### config.mk
export PLATFORM = sky130hd
export DESIGN_NAME = csum_walker
export DESIGN_NICKNAME = d
export VERILOG_FILES = /design/src/rtl/csum_pkg.sv /design/src/rtl/csum_accum.sv /design/src/rtl/csum_addr_ctr.sv /design/src/rtl/csum_fsm.sv /design/src/rtl/csum_walker.sv
export SDC_FILE = /design/constraint.sdc
export NUM_CORES = 1
export LEC_CHECK = 0
export ABC_CLOCK_PERIOD_IN_PS = 2900
export BUFFER_PORTS_ARGS = -buffer_cell sky130_fd_sc_hd__buf_4
export CORE_ASPECT_RATIO = 0.5
export CORE_UTILIZATION = 30
export CTS_CLUSTER_DIAMETER = 80
export DETAILED_ROUTE_END_ITERATION = 12
export GPL_TIMING_DRIVEN = 0
export PLACE_DENSITY_LB_ADDON = 0.05
export SLEW_MARGIN = 20
export SYNTH_ARGS = -nofsm -noshare
export SYNTH_HDL_FRONTEND = slang
export SYNTH_SLANG_ARGS = --single-unit
### constraint.sdc
create_clock -name clk -period 2.9 [get_ports clk]
set_input_delay 0.58 -clock clk [delete_from_list [all_inputs] [get_ports clk]]
set_output_delay 0.58 -clock clk [all_outputs]
set_load 0.1 [all_outputs]
### src/rtl/csum_pkg.sv
`timescale 1ns/1ps
// Shared types for the checksum walker.
// Assumes: used by every module of the walker; holds no logic.
package csum_pkg;
    typedef enum logic [1:0] {
        ST_IDLE  = 2'd0,
        ST_READ  = 2'd1,
        ST_WRITE = 2'd2,
        ST_FIN   = 2'd3
    } csum_state_e;

    localparam logic MODE_CHECK = 1'b0;
    localparam logic MODE_FIX   = 1'b1;
endpackage

### src/rtl/csum_accum.sv
`timescale 1ns/1ps
// Running modulo-2^DATA_W sum of the words read back.
// Assumes: clr and add_en never both high; sum_nxt is the sum including add_data.
module csum_accum #(
    parameter int DATA_W = 16
) (
    input  logic              clk,
    input  logic              rst_n,
    input  logic              clr,
    input  logic              add_en,
    input  logic [DATA_W-1:0] add_data,
    output logic [DATA_W-1:0] acc,
    output logic [DATA_W-1:0] sum_nxt
);
    assign sum_nxt = acc + add_data;

    // Hold, clear or accumulate the running sum.
    always_ff @(posedge clk) begin
        if (!rst_n)
            acc <= '0;
        else if (clr)
            acc <= '0;
        else if (add_en)
            acc <= sum_nxt;
    end
endmodule

### src/rtl/csum_addr_ctr.sv
`timescale 1ns/1ps
// Word address register for the memory walk.
// Assumes: load has priority over inc; wrap is never reached in normal use.
module csum_addr_ctr #(
    parameter int ADDR_W = 8
) (
    input  logic              clk,
    input  logic              rst_n,
    input  logic              load,
    input  logic [ADDR_W-1:0] load_val,
    input  logic              inc,
    output logic [ADDR_W-1:0] addr
);
    // Load a start address or step to the next word.
    always_ff @(posedge clk) begin
        if (!rst_n)
            addr <= '0;
        else if (load)
            addr <= load_val;
        else if (inc)
            addr <= addr + ADDR_W'(1);
    end
endmodule

### src/rtl/csum_fsm.sv
`timescale 1ns/1ps
// Sequencer: walks the read addresses, optionally writes the fix word,
// aborts on a memory error and keeps the pass / error result.
// Assumes: one request outstanding; mem_ack is high for exactly one cycle
// per request and completes it; CSUM_IDX fits in ADDR_W bits.
module csum_fsm
    import csum_pkg::*;
#(
    parameter int ADDR_W   = 8,
    parameter int CSUM_IDX = 'h3F
) (
    input  logic              clk,
    input  logic              rst_n,
    input  logic              start,
    input  logic              mode,
    input  logic              mem_ack,
    input  logic              mem_err,
    input  logic [ADDR_W-1:0] addr,
    input  logic              sum_hit,
    output logic              clr,
    output logic              add_en,
    output logic              load,
    output logic [ADDR_W-1:0] load_val,
    output logic              inc,
    output logic              mem_req,
    output logic              mem_we,
    output logic              busy,
    output logic              done,
    output logic              pass,
    output logic              err
);
    localparam logic [ADDR_W-1:0] IDX      = ADDR_W'(CSUM_IDX);
    localparam logic [ADDR_W-1:0] LAST_FIX = IDX - ADDR_W'(1);
    localparam logic              HAS_PREFIX = (CSUM_IDX != 0);

    csum_state_e state, state_d;
    logic        mode_q;
    logic        last_rd;
    logic        rd_ok;

    assign last_rd = (addr == ((mode_q == MODE_FIX) ? LAST_FIX : IDX));
    assign rd_ok   = (state == ST_READ) && mem_ack && !mem_err;

    assign busy    = (state != ST_IDLE);
    assign done    = (state == ST_FIN);
    assign mem_req = (state == ST_READ) || (state == ST_WRITE);
    assign mem_we  = (state == ST_WRITE);

    // Next state and datapath controls.
    always_comb begin
        state_d  = state;
        clr      = 1'b0;
        add_en   = 1'b0;
        load     = 1'b0;
        load_val = '0;
        inc      = 1'b0;
        case (state)
            ST_IDLE: begin
                if (start) begin
                    clr  = 1'b1;
                    load = 1'b1;
                    if (mode == MODE_FIX && !HAS_PREFIX) begin
                        load_val = IDX;
                        state_d  = ST_WRITE;
                    end else begin
                        state_d  = ST_READ;
                    end
                end
            end
            ST_READ: begin
                if (mem_ack) begin
                    if (mem_err) begin
                        state_d = ST_FIN;
                    end else begin
                        add_en = 1'b1;
                        if (last_rd) begin
                            if (mode_q == MODE_FIX) begin
                                load     = 1'b1;
                                load_val = IDX;
                                state_d  = ST_WRITE;
                            end else begin
                                state_d  = ST_FIN;
                            end
                        end else begin
                            inc = 1'b1;
                        end
                    end
                end
            end
            ST_WRITE: begin
                if (mem_ack)
                    state_d = ST_FIN;
            end
            default: state_d = ST_IDLE;
        endcase
    end

    // State register.
    always_ff @(posedge clk) begin
        if (!rst_n)
            state <= ST_IDLE;
        else
            state <= state_d;
    end

    // Latched mode and the result flags of the last operation.
    always_ff @(posedge clk) begin
        if (!rst_n) begin
            mode_q <= MODE_CHECK;
            pass   <= 1'b0;
            err    <= 1'b0;
        end else begin
            if (state == ST_IDLE && start) begin
                mode_q <= mode;
                pass   <= 1'b0;
                err    <= 1'b0;
            end else if (state == ST_READ && mem_ack) begin
                if (mem_err)
                    err <= 1'b1;
                else if (last_rd && mode_q == MODE_CHECK)
                    pass <= sum_hit;
            end else if (state == ST_WRITE && mem_ack) begin
                err  <= mem_err;
                pass <= !mem_err;
            end
        end
    end


    req_hold_chk: assert property (@(posedge clk) disable iff (!rst_n)
        mem_req && !mem_ack |=> mem_req && $stable(addr) && $stable(mem_we));


    done_pulse_chk: assert property (@(posedge clk) disable iff (!rst_n)
        done |=> !done && !busy);


    rd_abort_chk: assert property (@(posedge clk) disable iff (!rst_n)
        (state == ST_READ) && mem_ack && mem_err |=> done && err && !pass && !mem_req);


    addr_step_chk: assert property (@(posedge clk) disable iff (!rst_n)
        rd_ok && !last_rd |=> mem_req && !mem_we && (addr == $past(addr) + ADDR_W'(1)));


    start_ignore_chk: assert property (@(posedge clk) disable iff (!rst_n)
        mem_req && start |=> busy);


    wr_err_chk: assert property (@(posedge clk) disable iff (!rst_n)
        (state == ST_WRITE) && mem_ack && mem_err |=> done && err && !pass);
endmodule

### src/rtl/csum_walker.sv
`timescale 1ns/1ps
// Checksum walker top: joins the sequencer, the address register and the
// running-sum accumulator onto a single-outstanding memory request port.
// Assumes: the memory answers every request with exactly one mem_ack pulse.
module csum_walker #(
    parameter int              DATA_W    = 16,
    parameter int              ADDR_W    = 8,
    parameter int              CSUM_IDX  = 'h3F,
    parameter logic [DATA_W-1:0] SIGNATURE = DATA_W'('hBABA)
) (
    input  logic              clk,
    input  logic              rst_n,
    input  logic              start,
    input  logic              mode,
    output logic              mem_req,
    output logic              mem_we,
    output logic [ADDR_W-1:0] mem_addr,
    output logic [DATA_W-1:0] mem_wdata,
    input  logic              mem_ack,
    input  logic [DATA_W-1:0] mem_rdata,
    input  logic              mem_err,
    output logic              busy,
    output logic              done,
    output logic              pass,
    output logic              err
);
    localparam logic [ADDR_W-1:0] IDX = ADDR_W'(CSUM_IDX);

    logic              clr, add_en, load, inc;
    logic [ADDR_W-1:0] load_val;
    logic [DATA_W-1:0] acc, sum_nxt;
    logic              sum_hit;

    assign sum_hit   = (sum_nxt == SIGNATURE);
    assign mem_wdata = SIGNATURE - acc;

    csum_fsm #(
        .ADDR_W   (ADDR_W),
        .CSUM_IDX (CSUM_IDX)
    ) u_fsm (
        .clk      (clk),
        .rst_n    (rst_n),
        .start    (start),
        .mode     (mode),
        .mem_ack  (mem_ack),
        .mem_err  (mem_err),
        .addr     (mem_addr),
        .sum_hit  (sum_hit),
        .clr      (clr),
        .add_en   (add_en),
        .load     (load),
        .load_val (load_val),
        .inc      (inc),
        .mem_req  (mem_req),
        .mem_we   (mem_we),
        .busy     (busy),
        .done     (done),
        .pass     (pass),
        .err      (err)
    );

    csum_addr_ctr #(
        .ADDR_W (ADDR_W)
    ) u_addr (
        .clk      (clk),
        .rst_n    (rst_n),
        .load     (load),
        .load_val (load_val),
        .inc      (inc),
        .addr     (mem_addr)
    );

    csum_accum #(
        .DATA_W (DATA_W)
    ) u_acc (
        .clk      (clk),
        .rst_n    (rst_n),
        .clr      (clr),
        .add_en   (add_en),
        .add_data (mem_rdata),
        .acc      (acc),
        .sum_nxt  (sum_nxt)
    );


    acc_clear_chk: assert property (@(posedge clk) disable iff (!rst_n)
        !busy && start |=> (acc == '0));


    fix_addr_chk: assert property (@(posedge clk) disable iff (!rst_n)
        mem_req && mem_we |-> (mem_addr == IDX));
endmodule

* Yosys cells after proc, flatten, opt, wreduce, memory -nomap -nowiden
Index checks and enable logic that the tools add are counted.
** Operators by class
- Add/subtract/negate cells :: 3
- Equality and inequality tests :: 12
- Muxes and demuxes :: 36
- Bitwise operators :: 2
- Reductions and logical operators :: 15
** Operators with widths (number)
- two-way mux 8 bit :: 6
- two-way mux 1 bit :: 22
- adder 16 bit :: 1
- == test 16 bit, second input constant :: 1
- subtractor 16 bit, first input constant :: 1
- two-way mux 2 bit :: 5
- != test 2 bit, second input constant :: 5
- adder 8 x 1 -> 8 bit, second input constant :: 1
- == test 8 bit :: 1
- two-way mux 6 bit :: 1
- case mux 2 bit (3 select lines) :: 1
- nonzero test 2 bit :: 3
- == test 2 bit, second input constant :: 2
- logical AND 1 bit :: 4
- AND reduction 4 bit :: 1
- OR reduction 2 bit :: 2
- != test 3 x 2 -> 1 bit, second input constant :: 1
- AND reduction 3 bit :: 1
- == test 2 x 1 -> 1 bit, second input constant :: 1
- zero test 2 bit :: 1
- != test 2 x 1 -> 1 bit, second input constant :: 1
- inverter 1 bit :: 2
- case mux 1 bit (2 select lines) :: 1
- AND reduction 2 bit :: 1
- other kinds (2) :: 2
** Storage, ports and cells
- Register bits :: 29
- Input port bits :: 22
- Output and inout bits :: 30
- Word-level logic and storage cells :: 74

* Depth between registers and ports, before layout
Gate-level depths: netlist (run 1).
- Depth after elaboration :: 8
- Gate-level depth with buffers :: 10
- Gate-level depth less buffers :: 10

* By module
Synthesis (run 1) repeated with hierarchy kept, for this count alone.
** Second synthesis, totals
- Cells, all modules :: 328
- Area, all modules :: 2751.4 um2
** Modules (own cells, without submodules)
- csum_accum :: times used 1, cells each 160, area each 1425.1 um2, sequential area each 320.3 um2
- csum_fsm :: times used 1, cells each 64, area each 490.5 um2, sequential area each 100.1 um2
- csum_addr_ctr :: times used 1, cells each 55, area each 461.7 um2, sequential area each 160.2 um2
- csum_walker :: times used 1, cells each 49, area each 374.1 um2, sequential area each 0.0 um2

* Worst setup path after synthesis (run 1)
No wires, ideal clock.
- Kind :: reg-to-output
- Start point :: reg u_acc.acc[1]
- End point :: out mem_wdata[14]
- Data arrival time :: 2.840 ns
- Data required time :: 2.320 ns
- Slack :: -0.520 ns
- Cell stages (with the launch flop) :: 10
- Path buffers :: 0
- Path through :: dfxtp_1 > ha_1 > nor2_1 > nor2_1 > o21ai_0 > nand2b_1 > nand2_1 > nand2b_1 > nand4_1 > xnor2_1
** On the way
- Word-level cells in the longest chain between the ends :: 1
** Ends and longest elaborated chain
- start: declaration :: line csum_accum.sv:12 : output logic [DATA_W-1:0] acc,
- start signal: assignment :: line csum_accum.sv:24 : acc <= sum_nxt;
- subtractor 16 bit :: line csum_walker.sv:35 : assign mem_wdata = SIGNATURE - acc;
- end: declaration :: line csum_walker.sv:18 : output logic [DATA_W-1:0] mem_wdata,
Every way passes these cells.

* Worst setup path after layout (run 1)
- Start point :: in mem_rdata[0]
- End point :: reg u_fsm.pass
** On the way
- Word-level cells in the longest chain between the ends :: 5
** Ends and longest elaborated chain
- start: declaration :: line csum_walker.sv:20 : input logic [DATA_W-1:0] mem_rdata,
- adder 16 bit :: line csum_accum.sv:15 : assign sum_nxt = acc + add_data;
- == test 16 bit :: line csum_walker.sv:34 : assign sum_hit = (sum_nxt == SIGNATURE);
- two-way mux 1 bit :: line csum_fsm.sv:120 : else if (last_rd && mode_q == MODE_CHECK)
- two-way mux 1 bit :: line csum_fsm.sv:118 : if (mem_err)
- two-way mux 1 bit :: line csum_fsm.sv:117 : end else if (state == ST_READ && mem_ack) begin
- end signal: assignment :: line csum_fsm.sv:121 : pass <= sum_hit;
- end signal: assignment :: line csum_fsm.sv:124 : pass <= !mem_err;
- end: declaration :: line csum_fsm.sv:29 : output logic pass,
Every way passes these cells. The select of a mux whose other input is x is not followed.
A chain may end at the register's enable or synchronous reset.

==> results of run 1 <==
==> logic make-up (layout without fill, tap and decap cells) <==
family / count (synthesis) / after routing / synth area share (%)
simple gates: 123 / 123 / 26.03
compound gates: 94 / 94 / 25.55
flops: 29 / 29 / 22.58
xor+xnor: 24 / 24 / 8.759
fa+ha+maj: 22 / 22 / 11.00
buf+inv: 20 / 84 / 4.525
mux: 4 / 4 / 1.557
==> placed cells by master, fill, tap and decap left out, drive strengths merged, types with 5 or more instances in the layout <==
| master | Yosys | layout |
|---|---|---|
| a211oi | 6 | 6 |
| a21oi | 35 | 35 |
| buf | 3 | 59 |
| clkbuf | 7 | 12 |
| dfxtp | 29 | 29 |
| ha | 21 | 21 |
| inv | 9 | 9 |
| nand2 | 28 | 28 |
| nand3 | 8 | 8 |
| nand4 | 5 | 5 |
| nor2 | 30 | 30 |
| nor3 | 15 | 15 |
| nor3b | 5 | 5 |
| o21a | 7 | 7 |
| o21ai | 17 | 17 |
| or2 | 5 | 5 |
| xnor2 | 12 | 12 |
| xor2 | 11 | 11 |
==> power by group through the flow <==
stage	Sequential [mW]	Combinational [mW]	Clock, mW
4_1_cts	0.534	1.23	0.510
5_1_grt	0.544	1.33	0.536
3_5_place_dp	0.540	1.21	0
6_report	0.535	1.25	0.495
2_1_floorplan	0.670	0.830	0
3_3_place_gp	0.539	1.20	0
==> worst max-delay path, stage by stage <==
cell	delay (ns)
buf_6	0.10
ha_4	0.15
fa_2	0.42
a211oi_4	0.27
buf_4	0.17
nor2_4	0.04
nor4_2	0.30
o2111ai_2	0.18
nor4_2	0.23
nand4_1	0.18
nor4b_4	0.30
o21bai_1	0.15
==> cells in the mapped netlist (2+ instances only) <==
master    count  area (um^2)
nand2_1      28        105.1
nand3b_1      2        15.01
and2_1        3        18.77
a21boi_0      2        15.01
a211oi_1      5        37.54
mux2i_1       4        40.04
nor4_1        2        12.51
or2_2         5        31.28
xor2_1       11        96.34
nor2_1       30        112.6
a21o_1        4        30.03
xnor2_1      12        105.1
dfxtp_1      29        580.6
o21a_1        7        52.55
nor3_1       15        75.07
o21ai_0      14        70.07
and3_1        3        18.77
inv_1         9        33.78
nor3b_1       5        37.54
a2111o_1      2        22.52
nor2b_1       3        18.77
o221a_2       2        22.52
ha_1         21        262.8
a21oi_1      35        175.2
clkbuf_1      7        26.28
o31ai_1       2        15.01
o21ai_1       2        10.01
nand2b_1      2        12.51
nand3_1       8        40.04
nand4_1       4        25.02
==> what timing repair did <==
action,CTS,global route
hold endpoints to repair,0,0
pin swaps,7,14
setup endpoints to repair,4,5
buffers inserted,3,3
gates resized for setup,11,25
==> worst paths after layout <==
kind	startpoint	to	slack, ns	depth (start not counted)
setup / recovery	mem_rdata[0]	u_fsm.pass$_SDFFE_PP0P_	0.03	12
hold / removal	u_acc.acc[1]$_SDFFE_PP0P_	u_acc.acc[1]$_SDFFE_PP0P_	0.51	2
setup reg to reg	u_acc.acc[0]$_SDFFE_PP0P_	u_fsm.pass$_SDFFE_PP0P_	0.05	11
hold reg to reg	u_acc.acc[1]$_SDFFE_PP0P_	u_acc.acc[1]$_SDFFE_PP0P_	0.51	2
==> metal layers <==
layer	share of wire, %	track usage [%]	wire length, um	up-vias
met4	0.96	3.879	67	0
met3	2.9	3.153	206	7
met1	49	20.67	3446	1182
met5	0	0	0	-
met2	47	29.52	3276	31
li1	-	-	-	1290
==> cell type report <==
type | count | area, um^2 | area share [%]
plain buffers | 11 | 82.58 | 2.372
inverters | 9 | 33.78 | 0.9702
flip-flops and latches | 29 | 588.1 | 16.89
repair buffers | 56 | 442.9 | 12.72
well taps | 112 | 140.1 | 4.024
multi-input cells | 267 | 2052 | 58.93
clock buffers | 5 | 125.1 | 3.593
clock inverters | 3 | 17.52 | 0.5031
==> stage by stage <==
stage / cells / TNS [ns] / area, um^2
finish: 492 / 0 / 3482
global route: 492 / -0.08225 / 3482
CTS: 489 / -0.06772 / 3356
detailed placement: 478 / -0.8063 / 3139
global placement: 478 / -0.7750 / 3139
floorplan: 316 / -0.05957 / 2624
==> state kept, by name, indices dropped and copies added, names as in the netlist <==
| register | cells |
|---|---|
| u_acc.acc | 16 |
| u_addr.addr | 8 |
| u_fsm.err | 1 |
| u_fsm.mode_q | 1 |
| u_fsm.pass | 1 |
| u_fsm.state | 2 |
==> flow_summary.json, run 1 <==
{
  "outcome": "finished, final reports clean",
  "max-slew-margin-rel_pct": 50.50,
  "die_h_um": 67.47,
  "place_congestion": 0.8104,
  "maxSlewViolCount": 0,
  "crit_arrival_ns": 3.07,
  "floorplan.rows": 23,
  "ys_seq_elements": 29,
  "power_switching_mw": 1.151,
  "grt_max_degree": 11,
  "synth_edf_count": 0,
  "setup_viol": 0,
  "htreeDepth": 2,
  "drc_errors": 0,
  "nNetsFinal": 423,
  "synth_flop_cell": "dfxtp_1",
  "syn-num-nets": 360,
  "place_ws_ns": -0.7536,
  "gr-usage-all-layers_pct": 16.44,
  "die-width_um": 132.9,
  "drt_iter0_drc": 47,
  "grt_first_pass_wirelength_mm": 11.61,
  "clk_pin_slew_ns": 0.05,
  "timing.fmax_ghz": 0.3486,
  "hold_viol_final": 0,
  "grt-ovfl-total": 0,
  "rsz0062_at_grt": "true",
  "p_leak_nw": 1.447,
  "critPathRequiredTime_ns": 3.11,
  "drive_gt1_share_pct": 30.53,
  "power.share.clock_pct": 21.7,
  "cp_max_fo": 3,
  "sw_frac_of_total_pct": 50.52,
  "period_share_pct": 98.92,
  "post-route-min-period_ns": 2.869,
  "vias": 2510,
  "totalWireLength_mm": 6.995,
  "power_frac_comb_pct": 54.8,
  "cts_buffers": 5,
  "crit_type": "in2reg",
  "cts_max_path_buffers": 2,
  "dr.pass1.iters": 4,
  "max_slew.worst_pin.slew_ns": 0.7347,
  "whs_ns": 0.5110,
  "cts_tree": "yes",
  "avgViaCountPerCell": 5.102,
  "p_int_mw": 1.128,
  "ir_drop_uv": 684.6,
  "cts-root-buf": "clkbuf_16",
  "power_mw": 2.279,
  "end_kind": "flop",
  "ant_nets": 0,
  "avgRoutedWirePerCell_um": 14.22,
  "max_cap_viol_count": 0,
  "syn-cell-area_mm2": 0.002571,
  "start_util_pct": 31.57,
  "syn_inst": 316,
  "grt_pass1_vias": 2415,
  "portBuffers": 50,
  "p_per_area_mw_per_mm2": 654.4,
  "synth_warnings": 0,
  "synth-async-reset-ratio_pct": 0,
  "final_core_util_pct": 42.76,
  "syn2layout_area_growth_pct": 35.43,
  "skew_ns": 0.008315,
  "antennaDiodeCount": 0,
  "core_mm2": 0.008144,
  "nFillCells": 843,
  "ys_types": 68,
  "startpoint_type": "input port",
  "worst_slack_ns": 0.03135,
  "hold_buffers": 0,
  "clock-sinks": 29,
  "syn_area_per_cell_um2": 8.137,
  "synth.yosys.seq_area_share_pct": 22.58,
  "dieArea_mm2": 0.008968,
  "grt_antenna_before_repair": 0,
  "pwr-share-seq_pct": 23.5,
  "dp_hpwl_mm": 5.569,
  "min_path_type": "reg2reg",
  "insertion_delay_ns": 0.28,
  "ioPinCount": 52
}
Power figures use the tool's default switching activity.
==> inputs of run 2 (changes only) <==
--- a/config.mk
+++ b/config.mk
@@ -12,7 +12,7 @@
 export CTS_CLUSTER_DIAMETER = 80
 export DETAILED_ROUTE_END_ITERATION = 12
 export GPL_TIMING_DRIVEN = 0
-export PLACE_DENSITY_LB_ADDON = 0.05
+export PLACE_DENSITY = 0.51
 export SLEW_MARGIN = 20
 export SYNTH_ARGS = -nofsm -noshare
 export SYNTH_HDL_FRONTEND = slang
==> flow_summary.json, run 2 (synthesized netlist as in run 1, its figures left out) <==
{
  "startpoint_type": "input port",
  "r2r_start": "u_acc.acc[0]$_SDFFE_PP0P_",
  "portBuffers": 50,
  "worst-path-buf-inv": 1,
  "whs_ns": 0.5095,
  "endpoint": "u_fsm.pass$_SDFFE_PP0P_",
  "cpMaxStageDelayCell": "fa_2",
  "regMostFlops": "u_acc.acc",
  "drc_errors": 0,
  "p_leak_nw": 1.431,
  "rsz0062_at_grt": "true",
  "power_mw": 2.391,
  "cp_slowest_stage_delay_ns": 0.43,
  "insertion_delay_ns": 0.28,
  "layout.cells.non_filler": 489,
  "r2r_setup_slack_ns": 0.09,
  "period_share_pct": 97.74,
  "timing.fmax_ghz": 0.3528,
  "nNetsFinal": 420,
  "cts_max_path_buffers": 2,
  "vias": 2464,
  "final_common_cell": "buf_4",
  "dieArea_mm2": 0.008968,
  "totalWireLength_mm": 7.106,
  "max-slew-margin-rel_pct": 46.35,
  "grt_max_degree": 11,
  "highest_layer": "met4",
  "maxSlewViolCount": 0,
  "nFillCells": 822,
  "dr.pass1.iters": 4,
  "cts_tree": "yes",
  "cts_buffers": 5,
  "final.setup.tns_ns": 0,
  "ant_nets": 0,
  "start_util_pct": 31.57,
  "largest_reg_flops": 16,
  "outcome": "finished, final reports clean",
  "setup_viol": 0,
  "place_congestion": 0.8039,
  "cp_max_fo": 4,
  "crit_family": "compound AO/OA/AOI/OAI gates",
  "critPathRequiredTime_ns": 3.10,
  "gr-usage-all-layers_pct": 16.44,
  "p_per_area_mw_per_mm2": 694.2,
  "min_path_type": "reg2reg",
  "dp.cells": 478,
  "drive_gt1_share_pct": 28.38,
  "ioPinCount": 52,
  "reg2reg_to": "u_fsm.pass$_SDFFE_PP0P_",
  "htreeDepth": 2,
  "dr_wl_met2_mm": 3.103,
  "clk_pin_slew_ns": 0.05,
  "startpoint": "mem_rdata[0]",
  "die-width_um": 132.9,
  "cts-root-buf": "clkbuf_16",
  "drt-met1-wl_mm": 3.721,
  "die_h_um": 67.47,
  "crit_type": "in2reg",
  "rr_worst_depth": 10,
  "hold_viol_final": 0,
  "grt_pass1_vias": 2364,
  "antennaDiodeCount": 0,
  "avgViaCountPerCell": 5.039,
  "layout_common_cells": "51 x buf_4, 34 x a21oi_1, 28 x nor2_1, 28 x nand2_1, 27 x dfxtp_1",
  "ir_drop_uv": 949.3,
  "max_slew.worst_pin.slew_ns": 0.8018,
  "grt_first_pass_wirelength_mm": 11.67,
  "post-route-min-period_ns": 2.834,
  "crit_cells": 11,
  "grt-ovfl-total": 0,
  "clock-sinks": 29,
  "max_cap_viol_count": 0,
  "wl_met3_um": 231,
  "core_mm2": 0.008144,
  "dp_hpwl_mm": 5.460,
  "end_kind": "flop",
  "skew_ns": 0.002073,
  "avgRoutedWirePerCell_um": 14.53,
  "top_regs": "u_acc.acc: 16 flops, u_addr.addr: 8 flops, u_fsm.state: 2 flops",
  "grt_antenna_before_repair": 0,
  "path_cells": "buf_6 > ha_4 > fa_2 > a211oi_4 > nor4_4 > o31ai_2 > a22oi_1 > xnor2_1 > nand4_1 > nor4b_2 > o21bai_1",
  "drt_iter0_drc": 112,
  "hold_buffers": 0,
  "crit_arrival_ns": 3.04,
  "floorplan.rows": 23,
  "syn2layout_area_growth_pct": 33.97
}
==> run 2: cell types whose count changed in the layout (fill, tap and decap cells not counted), sizes merged <==
| cell | delta |
|---|---|
| bufinv | +1 |
| clkinv | -2 |
| buf | -3 |
| clkbuf | +1 |
==> run 2: what timing repair did <==
action,in CTS,in global routing
endpoints found under the hold margin,0,0
resized for setup,17,6
setup buffers,3,0
setup endpoints to repair,2,5
pin swaps,9,7
==> run 2: how the worst min path moves through the flow <==
stage / from / to / slack, ns / cells after the start
floorplan: u_acc.acc[5]$_SDFFE_PP0P_ / u_acc.acc[5]$_SDFFE_PP0P_ / 0.48 / 2
global placement: u_fsm.err$_SDFFE_PP0P_ / u_fsm.err$_SDFFE_PP0P_ / 0.51 / 2
detailed placement: u_acc.acc[0]$_SDFFE_PP0P_ / u_acc.acc[0]$_SDFFE_PP0P_ / 0.51 / 2
CTS: u_acc.acc[0]$_SDFFE_PP0P_ / u_acc.acc[0]$_SDFFE_PP0P_ / 0.52 / 2
global route: u_acc.acc[1]$_SDFFE_PP0P_ / u_acc.acc[1]$_SDFFE_PP0P_ / 0.53 / 2
finish: u_acc.acc[1]$_SDFFE_PP0P_ / u_acc.acc[1]$_SDFFE_PP0P_ / 0.51 / 2
==> run 2: metrics by stage <==
step	area, um^2	utilization [%]	setup WS [ns]
2_1_floorplan	2624	-	-0.05957
3_3_place_gp	3139	38.55	-0.5222
3_5_place_dp	3139	38.55	-0.5830
4_1_cts	3422	42.02	-0.02676
5_1_grt	3445	42.30	-0.09171
6_report	3445	42.30	0.06555
==> run 2: metal layers <==
layer	up-vias	track usage (%)
met1	1141	23.07
met4	0	4.885
met3	5	2.928
li1	1275	-
met5	-	0
met2	43	25.79
==> run 2: report_power, final <==
part | leakage (nW) | internal, mW | switching [mW]
Sequential | 0.236 | 0.450 | 0.0823
Combinational | 1.11 | 0.356 | 0.886
Clock | 0.0831 | 0.428 | 0.190
==> run 2: worst min-delay path: stages, from the launching register on <==
cell     delay (ns)
dfxtp_2        0.35
nand2_1        0.06
a21oi_1        0.05
==> run 2: final cells by class <==
cell class / count / area [um^2] / area share [%]
Multi-Input combinational cell: 267 / 2016 / 58.52
Sequential cell: 29 / 583.1 / 16.93
Timing Repair Buffer: 53 / 412.9 / 11.99
Tap cell: 112 / 140.1 / 4.068
Clock buffer: 6 / 138.9 / 4.032
Buffer: 11 / 82.58 / 2.397
Clock inverter: 2 / 37.54 / 1.090
Inverter: 9 / 33.78 / 0.9807
